==> config.mk <==
export PLATFORM = sky130hd
export DESIGN_NAME = plat_rst_regs
export DESIGN_NICKNAME = d
export VERILOG_FILES = /design/src/rtl/prc_pkg.sv /design/src/rtl/prc_rst_sync.sv /design/src/rtl/prc_addr_decode.sv /design/src/rtl/prc_ctl_reg.sv /design/src/rtl/prc_gate_reg.sv /design/src/rtl/prc_pulse_gen.sv /design/src/rtl/plat_rst_regs.sv
export SDC_FILE = /design/constraint.sdc
export NUM_CORES = 1
export LEC_CHECK = 0
export BUFFER_PORTS_ARGS = -buffer_cell sky130_fd_sc_hd__buf_2
export CAP_MARGIN = 30
export CELL_PAD_IN_SITES_DETAIL_PLACEMENT = 0
export CELL_PAD_IN_SITES_GLOBAL_PLACEMENT = 1
export CORE_AREA = 5 5 56 58
export CTS_CLUSTER_SIZE = 10
export DETAILED_ROUTE_END_ITERATION = 7
export DIE_AREA = 0 0 61 63
export PLACE_DENSITY_LB_ADDON = 0.1
export RECOVER_POWER = 25
export REMOVE_ABC_BUFFERS = 1
export SLEW_MARGIN = 25
export SYNTH_ARGS = -nofsm -noshare
export SYNTH_HDL_FRONTEND = slang
export SYNTH_SLANG_ARGS = --single-unit
==> constraint.sdc <==
create_clock -name clk -period 1.3 [get_ports clk]
set_input_delay 0.13 -clock clk [delete_from_list [all_inputs] [get_ports clk]]
set_output_delay 0.13 -clock clk [all_outputs]
set_load 0.01 [all_outputs]
==> src/rtl/prc_pkg.sv <==
package prc_pkg;
  typedef struct packed {
    logic ctl;
    logic gate;
  } prc_sel_t;

  localparam int unsigned PRC_DATA_W = 8;
  localparam logic [PRC_DATA_W-1:0] PRC_UNMAPPED = '1;
endpackage

==> src/rtl/prc_rst_sync.sv <==
module prc_rst_sync #(
  parameter int unsigned STAGES = 2
) (
  input  logic clk,
  input  logic rst_n,
  output logic rst_n_sync
);
  logic [STAGES-1:0] chain_q;
  logic [STAGES-1:0] chain_d;

  always_comb begin
    chain_d = {chain_q[STAGES-2:0], 1'b1};
  end

  always_ff @(posedge clk or negedge rst_n) begin
    if (!rst_n) chain_q <= '0;
    else        chain_q <= chain_d;
  end

  assign rst_n_sync = chain_q[STAGES-1];
endmodule

==> src/rtl/prc_addr_decode.sv <==
module prc_addr_decode
  import prc_pkg::*;
#(
  parameter int unsigned          ADDR_W    = 16,
  parameter logic [ADDR_W-1:0]    CTL_ADDR  = 'h0CF9,
  parameter logic [ADDR_W-1:0]    GATE_ADDR = 'h0092
) (
  input  logic [ADDR_W-1:0] addr,
  output prc_sel_t          sel
);
  always_comb begin
    sel.ctl  = (addr == CTL_ADDR);
    sel.gate = (addr == GATE_ADDR);
  end
endmodule

==> src/rtl/prc_ctl_reg.sv <==
module prc_ctl_reg #(
  parameter int unsigned DATA_W   = 8,
  parameter int unsigned TRIG_BIT = 2,
  parameter int unsigned SYS_BIT  = 1,
  parameter int unsigned FULL_BIT = 3
) (
  input  logic              clk,
  input  logic              rst_n,
  input  logic              wr_en,
  input  logic [DATA_W-1:0] wdata,
  input  logic              clr,
  output logic [DATA_W-1:0] q,
  output logic              hard_req,
  output logic              soft_req
);
  localparam logic [DATA_W-1:0] KEEP_MASK =
    (DATA_W'(1) << SYS_BIT) | (DATA_W'(1) << FULL_BIT);

  logic [DATA_W-1:0] q_d;
  logic              q_en;
  logic              trig;

  always_comb begin
    trig     = wr_en && wdata[TRIG_BIT];
    hard_req = trig && ((wdata & KEEP_MASK) != '0);
    soft_req = trig && ((wdata & KEEP_MASK) == '0);
    q_en     = clr || (wr_en && !wdata[TRIG_BIT]);
    q_d      = clr ? '0 : (wdata & KEEP_MASK);
  end

  always_ff @(posedge clk or negedge rst_n) begin
    if (!rst_n)    q <= '0;
    else if (q_en) q <= q_d;
  end

  p_keep_bits_r2: assert property (@(posedge clk) disable iff (!rst_n)
    (wr_en && !wdata[TRIG_BIT] && !clr) |=> (q == ($past(wdata) & KEEP_MASK)));

  p_trig_no_store_r3: assert property (@(posedge clk) disable iff (!rst_n)
    (wr_en && wdata[TRIG_BIT] && !clr) |=> $stable(q));

  p_req_exclusive_r4: assert property (@(posedge clk) disable iff (!rst_n)
    !(hard_req && soft_req));
endmodule

==> src/rtl/prc_gate_reg.sv <==
module prc_gate_reg #(
  parameter int unsigned DATA_W   = 8,
  parameter int unsigned INIT_BIT = 0,
  parameter int unsigned GATE_BIT = 1
) (
  input  logic              clk,
  input  logic              rst_n,
  input  logic              wr_en,
  input  logic [DATA_W-1:0] wdata,
  input  logic              clr,
  output logic [DATA_W-1:0] q,
  output logic              soft_req,
  output logic              a20
);
  logic [DATA_W-1:0] q_d;
  logic              q_en;

  always_comb begin
    q_en     = clr || wr_en;
    q_d      = clr ? '0 : wdata;
    soft_req = wr_en && wdata[INIT_BIT] && !q[INIT_BIT];
    a20      = q[GATE_BIT];
  end

  always_ff @(posedge clk or negedge rst_n) begin
    if (!rst_n)    q <= '0;
    else if (q_en) q <= q_d;
  end

  p_a20_track_r6: assert property (@(posedge clk) disable iff (!rst_n)
    (wr_en && !clr) |=> (a20 == $past(wdata[GATE_BIT])));

  p_full_byte_r5: assert property (@(posedge clk) disable iff (!rst_n)
    (wr_en && !clr) |=> (q == $past(wdata)));

  p_rise_only_r7: assert property (@(posedge clk) disable iff (!rst_n)
    (wr_en && q[INIT_BIT]) |-> !soft_req);
endmodule

==> src/rtl/prc_pulse_gen.sv <==
module prc_pulse_gen (
  input  logic clk,
  input  logic rst_n,
  input  logic hard_req,
  input  logic soft_req,
  output logic plat_pulse,
  output logic cpu_pulse
);
  logic plat_d;
  logic cpu_d;

  always_comb begin
    plat_d = hard_req;
    cpu_d  = soft_req && !hard_req;
  end

  always_ff @(posedge clk or negedge rst_n) begin
    if (!rst_n) begin
      plat_pulse <= 1'b0;
      cpu_pulse  <= 1'b0;
    end else begin
      plat_pulse <= plat_d;
      cpu_pulse  <= cpu_d;
    end
  end

  p_one_kind_r8: assert property (@(posedge clk) disable iff (!rst_n)
    !(plat_pulse && cpu_pulse));
endmodule

==> src/rtl/plat_rst_regs.sv <==
module plat_rst_regs
  import prc_pkg::*;
#(
  parameter int unsigned       ADDR_W    = 16,
  parameter logic [ADDR_W-1:0] CTL_ADDR  = 'h0CF9,
  parameter logic [ADDR_W-1:0] GATE_ADDR = 'h0092,
  parameter int unsigned       SYNC_STG  = 2
) (
  input  logic                  clk,
  input  logic                  rst_n,
  input  logic [ADDR_W-1:0]     io_addr,
  input  logic [PRC_DATA_W-1:0] io_wdata,
  input  logic                  io_wr,
  input  logic                  io_rd,
  output logic [PRC_DATA_W-1:0] io_rdata,
  output logic                  cpu_rst_pulse,
  output logic                  plat_rst_pulse,
  output logic                  a20_gate
);
  localparam int unsigned DW       = PRC_DATA_W;
  localparam int unsigned TRIG_BIT = 2;
  localparam logic [DW-1:0] RD_MASK = ~(DW'(1) << TRIG_BIT);

  logic              rst_ns;
  prc_sel_t          sel;
  logic              wr_ok;
  logic [DW-1:0]     ctl_q;
  logic [DW-1:0]     gate_q;
  logic              ctl_hard, ctl_soft, gate_soft;

  prc_rst_sync #(.STAGES(SYNC_STG)) u_sync (
    .clk(clk), .rst_n(rst_n), .rst_n_sync(rst_ns));

  prc_addr_decode #(.ADDR_W(ADDR_W), .CTL_ADDR(CTL_ADDR), .GATE_ADDR(GATE_ADDR))
    u_dec (.addr(io_addr), .sel(sel));

  always_comb wr_ok = io_wr && !plat_rst_pulse;

  prc_ctl_reg #(.DATA_W(DW), .TRIG_BIT(TRIG_BIT), .SYS_BIT(1), .FULL_BIT(3)) u_ctl (
    .clk(clk), .rst_n(rst_ns), .wr_en(wr_ok && sel.ctl), .wdata(io_wdata),
    .clr(plat_rst_pulse), .q(ctl_q), .hard_req(ctl_hard), .soft_req(ctl_soft));

  prc_gate_reg #(.DATA_W(DW), .INIT_BIT(0), .GATE_BIT(1)) u_gate (
    .clk(clk), .rst_n(rst_ns), .wr_en(wr_ok && sel.gate), .wdata(io_wdata),
    .clr(plat_rst_pulse), .q(gate_q), .soft_req(gate_soft), .a20(a20_gate));

  prc_pulse_gen u_pulse (
    .clk(clk), .rst_n(rst_ns), .hard_req(ctl_hard),
    .soft_req(ctl_soft || gate_soft),
    .plat_pulse(plat_rst_pulse), .cpu_pulse(cpu_rst_pulse));

  always_comb begin
    if (!io_rd)        io_rdata = '0;
    else if (sel.ctl)  io_rdata = ctl_q & RD_MASK;
    else if (sel.gate) io_rdata = gate_q;
    else               io_rdata = PRC_UNMAPPED;
  end

  p_clear_after_hard_r9: assert property (@(posedge clk) disable iff (!rst_ns)
    plat_rst_pulse |=> (ctl_q == '0 && gate_q == '0 && !a20_gate));

  p_soft_keeps_r9: assert property (@(posedge clk) disable iff (!rst_ns)
    (cpu_rst_pulse && !io_wr) |=> ($stable(ctl_q) && $stable(gate_q)));

  p_drop_during_hard_r10: assert property (@(posedge clk) disable iff (!rst_ns)
    plat_rst_pulse |=> (!plat_rst_pulse && !cpu_rst_pulse));

  p_pulse_after_strobe_r8: assert property (@(posedge clk) disable iff (!rst_ns)
    (cpu_rst_pulse || plat_rst_pulse) |-> $past(io_wr));

  p_reset_quiet_r1: assert property (@(posedge clk)
    !rst_ns |-> (!cpu_rst_pulse && !plat_rst_pulse && !a20_gate));
endmodule

; After elaboration in Yosys (flattened, before gate mapping)
; Index checks and enable logic that the tools add are counted.
[op_classes]
n_mul = 0
n_reduce_logical = 19
mux = 5
div = 0
shifts = 0
eq_ne = 2
n_addsub = 0
order_cmp = 0
n_bitwise = 0
[op_table]
columns = cell, count
row1 = two-way mux 8 bit, 4
row2 = "== test 16 x 12 -> 1 bit, second input constant", 1
row3 = "== test 16 x 8 -> 1 bit, second input constant", 1
row4 = logical AND 1 bit, 10
row5 = logical NOT 8 bit, 1
row6 = nonzero test 8 bit, 1
row7 = logical NOT 1 bit, 4
row8 = two-way mux 4 bit, 1
row9 = logical OR 1 bit, 3
[totals]
input_bits = 28
memories = 0
latchBits = 0
output_inout_bits = 11
register_bits = 20
mem_bits_ro = 0
wordCells = 31
ramBits = 0

; Logic depth before layout (Yosys ltp)
[logic_depth]
ltp_word = 7
depth_mapped = 5
mapped_depth_nobuf = 4

; Cells and area by module
; Synthesis repeated with hierarchy kept, for this count alone.
[unflattened]
cells_unflattened = 81
area_unflattened_um2 = 833.3
[by_module_without_submodules]
columns = module, cells_each, seq_area_each_um2, area_per_inst_um2, instances
row1 = prc_gate_reg, 29, 200.2, 341.6, 1
row2 = prc_ctl_reg, 20, 50.0, 173.9, 1
row3 = plat_rst_regs, 16, 0.0, 136.4, 1
row4 = prc_addr_decode, 10, 0.0, 63.8, 1
row5 = prc_pulse_gen, 3, 50.0, 63.8, 1
row6 = prc_rst_sync, 3, 50.0, 53.8, 1

; Worst setup path before layout
; OpenSTA, ideal clock, no wires.
[synth_timing]
path_kind = input -> output
from = input port io_addr[0]
to = output port io_rdata[1]
cell_stages = 5
required_ns = 1.170
slack_ns = 0.040
n_path_buf = 1
arrival_ns = 1.130
cell_sequence = nor4_1 and3_1 buf_4 nand2_2 o221a_2
[synth_between]
elab_chain_len = 4
elab_cells_between_ends = 5
classes_between = eq/ne: 2 / mux: 3
[synth_rtl]
columns = element, line
row1 = "start, declared", plat_rst_regs.sv:11  ; input logic [ADDR_W-1:0] io_addr,
row2 = == test 16 x 8 -> 1 bit, prc_addr_decode.sv:13  ; sel.gate = (addr == GATE_ADDR);
row3 = two-way mux 8 bit, plat_rst_regs.sv:55  ; else if (sel.gate) io_rdata = gate_q;
row4 = two-way mux 8 bit (*), plat_rst_regs.sv:54  ; else if (sel.ctl) io_rdata = ctl_q & RD_MASK;
row5 = two-way mux 8 bit (*), plat_rst_regs.sv:53  ; if (!io_rd) io_rdata = '0;
row6 = "end, declared", plat_rst_regs.sv:15  ; output logic [PRC_DATA_W-1:0] io_rdata,
; Mark *: on every way between the ends. The rest lies on a longest branch, timed or not.

; Worst setup path in the final report
[layout_timing]
from = input port io_addr[8]
to = output port io_rdata[3]
; Same word-level chain as after synthesis.

==> flow_summary.ini <==
[synthesis]
syn_area_sq_um = 787.0
ys_seq_area_frac = 0.4452
synth_edf_count = 0
synth.most_common_cell = dfrtp_1
synth_top_area_share = 0.4452
ys_ff_latch = 14
syn_inst = 81
ys_top_cells_by_area = dfrtp_1, nand4_1, o31ai_1
yosys_warnings = 0
synth_top_area_cell = dfrtp_1
synth.avg_cell_area_sq_um = 9.716
synth_top_flop_cell = dfrtp_1
ys_top_cells_by_count = dfrtp_1, nand4_1, a21oi_1, o31ai_1
async_flop_share = 1.000
yosysUniqueCellTypes = 27

[cts]
tritoncts = done
cts_buffer_depth = 2
clk_latency_ps = 280
cts_max_level = 1
root_buffer = clkbuf_4
path_clk_slew_ps = 90
clock-sinks = 14
cts_made_buffers = 3

[sta]
worst_slew_pin_slew_ps = 528.1
fin_crit_sh = 1.099
skew_ps = 4.774
whs_ps = 110.5
setup_viol = 8
post-route-min-period_ps = 1428
slew_violations = 0
fin_ws_ps = -128.1
fin_tns_setup_ps = -708.0
rsz0062_at_grt = yes
timing.slew.headroom = 0.6479
hold_viol_final = 0
fmax_mhz = 700.2

[critical_path]
critPathArrivalTime_ps = 1300
cp-endpoint = io_rdata[3]
critical_path_buf_inv_count = 2
rr_startpoint = u_gate.q[0]
worstSetupPathType = primary input to primary output
cp_slowest_cell = and4_4
critPathTopFamily = simple AND/OR/NAND/NOR gates
path_depth = 6
r2r_cells = 2
r2r-end = u_pulse.cpu_pulse
cp.required_ps = 1170
start_kind = primary input
crit_path_max_incr_delay_ps = 340
crit_fanout = 5
critical_path.startpoint = io_addr[8]
r2r_slack_ps = 390
worstPathCellList = buf_6, nor4_4, and4_4, nand2_4, o221a_4, buf_6
crit_path_end_kind = primary output
path_common_cell = buf_6

[status]
violations = setup timing
outcome = finished, violations left

[route]
top_layer_used = met4
drt_pass1_iterations = 4
finalWirelength_um = 2512
met3_wirelength_um = 128
route.detailed.drc = 0
drt-vias-per-instance = 5.196
drt_iter0_drc = 24
vias = 847
wl_met2_um = 1314
detail-route-antenna-nets = 0
detail_route.wl_per_cell_um = 15.41
drt-met1-wl_um = 1054

[power]
ir_drop_mv = 0.5346
p_per_area_nw_per_um2 = 744.7
power_uw = 902.9
leakage_nw = 0.5715

[placement]
pre_cts_ws_ps = -213.4
gp_congestion = 0.7320
port-buffer-count = 38
place_area_sq_um = 1072
post-dp-hpwl_um = 1944

[job]
cap_violations = 0

[cells_and_area]
layout-drive-gt1-share = 0.4773
final_area_sq_um = 1212
nFillCells = 294
nNetsFinal = 161
areaGrowthSynthToFinish_pct = 54.05
num_antenna_cells = 0

[grt]
grt_max_degree = 13
grt-ovfl-total = 0
antenna_found_initial = 0
grt_pass1_wl_um = 4195
track_usage = 0.1429
first_global_vias = 924

[floorplan]
io_pins = 39
start_util = 0.3010
die_area_sq_um = 3843
std_cell_rows = 19
core_area_sq_um = 2615
dieWidth_um = 61
die_y_um = 63

[worst_hold_path]
hold_path.class = primary input to flop
hold_depth = 3
metrics by stage:
step,utilization,cells
3_3_place_gp,0.4100,157
5_1_grt,0.4636,163
4_1_cts,0.4598,162
6_report,0.4636,163
3_5_place_dp,0.4100,157
2_1_floorplan,-,77
state kept, by name, indices dropped and copies added (netlist names):
signal,cells
u_gate.q,8
u_ctl.q,2
u_sync.chain_q,2
u_pulse.cpu_pulse,1
u_pulse.plat_pulse,1
repair_timing:
action	in CTS	in global routing
pin swaps	6	5
gates resized for setup	15	1
setup endpoints to repair	8	8
setup buffers	1	1
hold buffers	1	0
hold endpoints to repair	2	0
layout make-up:
class / instances / area, sq um / share of cell area
Multi-Input combinational cell: 61 / 465.4 / 0.3839
Sequential cell: 14 / 350.3 / 0.2890
Timing Repair Buffer: 51 / 314.1 / 0.2590
Tap cell: 31 / 38.79 / 0.03199
Clock buffer: 4 / 36.28 / 0.02993
Inverter: 2 / 7.507 / 0.006192
worst min-delay path, stage by stage:
cell,delay [ps]
buf_2,90
nand4_1,70
a21oi_1,60
metal layers:
layer | up-vias | global-route usage
li1 | 423 | -
met1 | 398 | 0.1831
met2 | 24 | 0.2433
met3 | 2 | 0.02479
met4 | 0 | 0.03252
met5 | - | 0
where the power goes:
group	leakage (nW)	switching, mW	total, mW	internal [mW]
Clock	0.0210	0.153	0.324	0.170
Sequential	0.181	0.00821	0.446	0.438
Combinational	0.370	0.0632	0.133	0.0697
Total	0.572	0.225	0.903	0.678
logic make-up (layout without fill, tap and decap cells):
logic type,count (synthesis),after routing,synth area share
compound gates,27,27,0.2496
mux,2,2,0.02544
buf+inv,6,57,0.04292
simple gates,31,31,0.2321
other cells,1,1,0.004765
flops,14,14,0.4452
worst min path at each step:
stage	start	to	slack [ps]
2_1_floorplan	rst_n	u_sync.chain_q[0]	-170
3_3_place_gp	rst_n	u_sync.chain_q[1]	-90
3_5_place_dp	rst_n	u_sync.chain_q[1]	-80
4_1_cts	io_wdata[4]	u_gate.q[4]	100
5_1_grt	io_wdata[4]	u_gate.q[4]	110
6_report	io_wdata[4]	u_gate.q[4]	110
cells in the final DEF, fill, tap and decap left out, types with 4 or more instances in the layout:
cell type,n
nand4_1,11
nand2_1,5
buf_2,33
buf_6,4
dfrtp_1,14
o31ai_1,8
nor2_1,4
a21oi_1,8
o21a_1,6
buf_4,12
(Power assumes the default switching activity.)
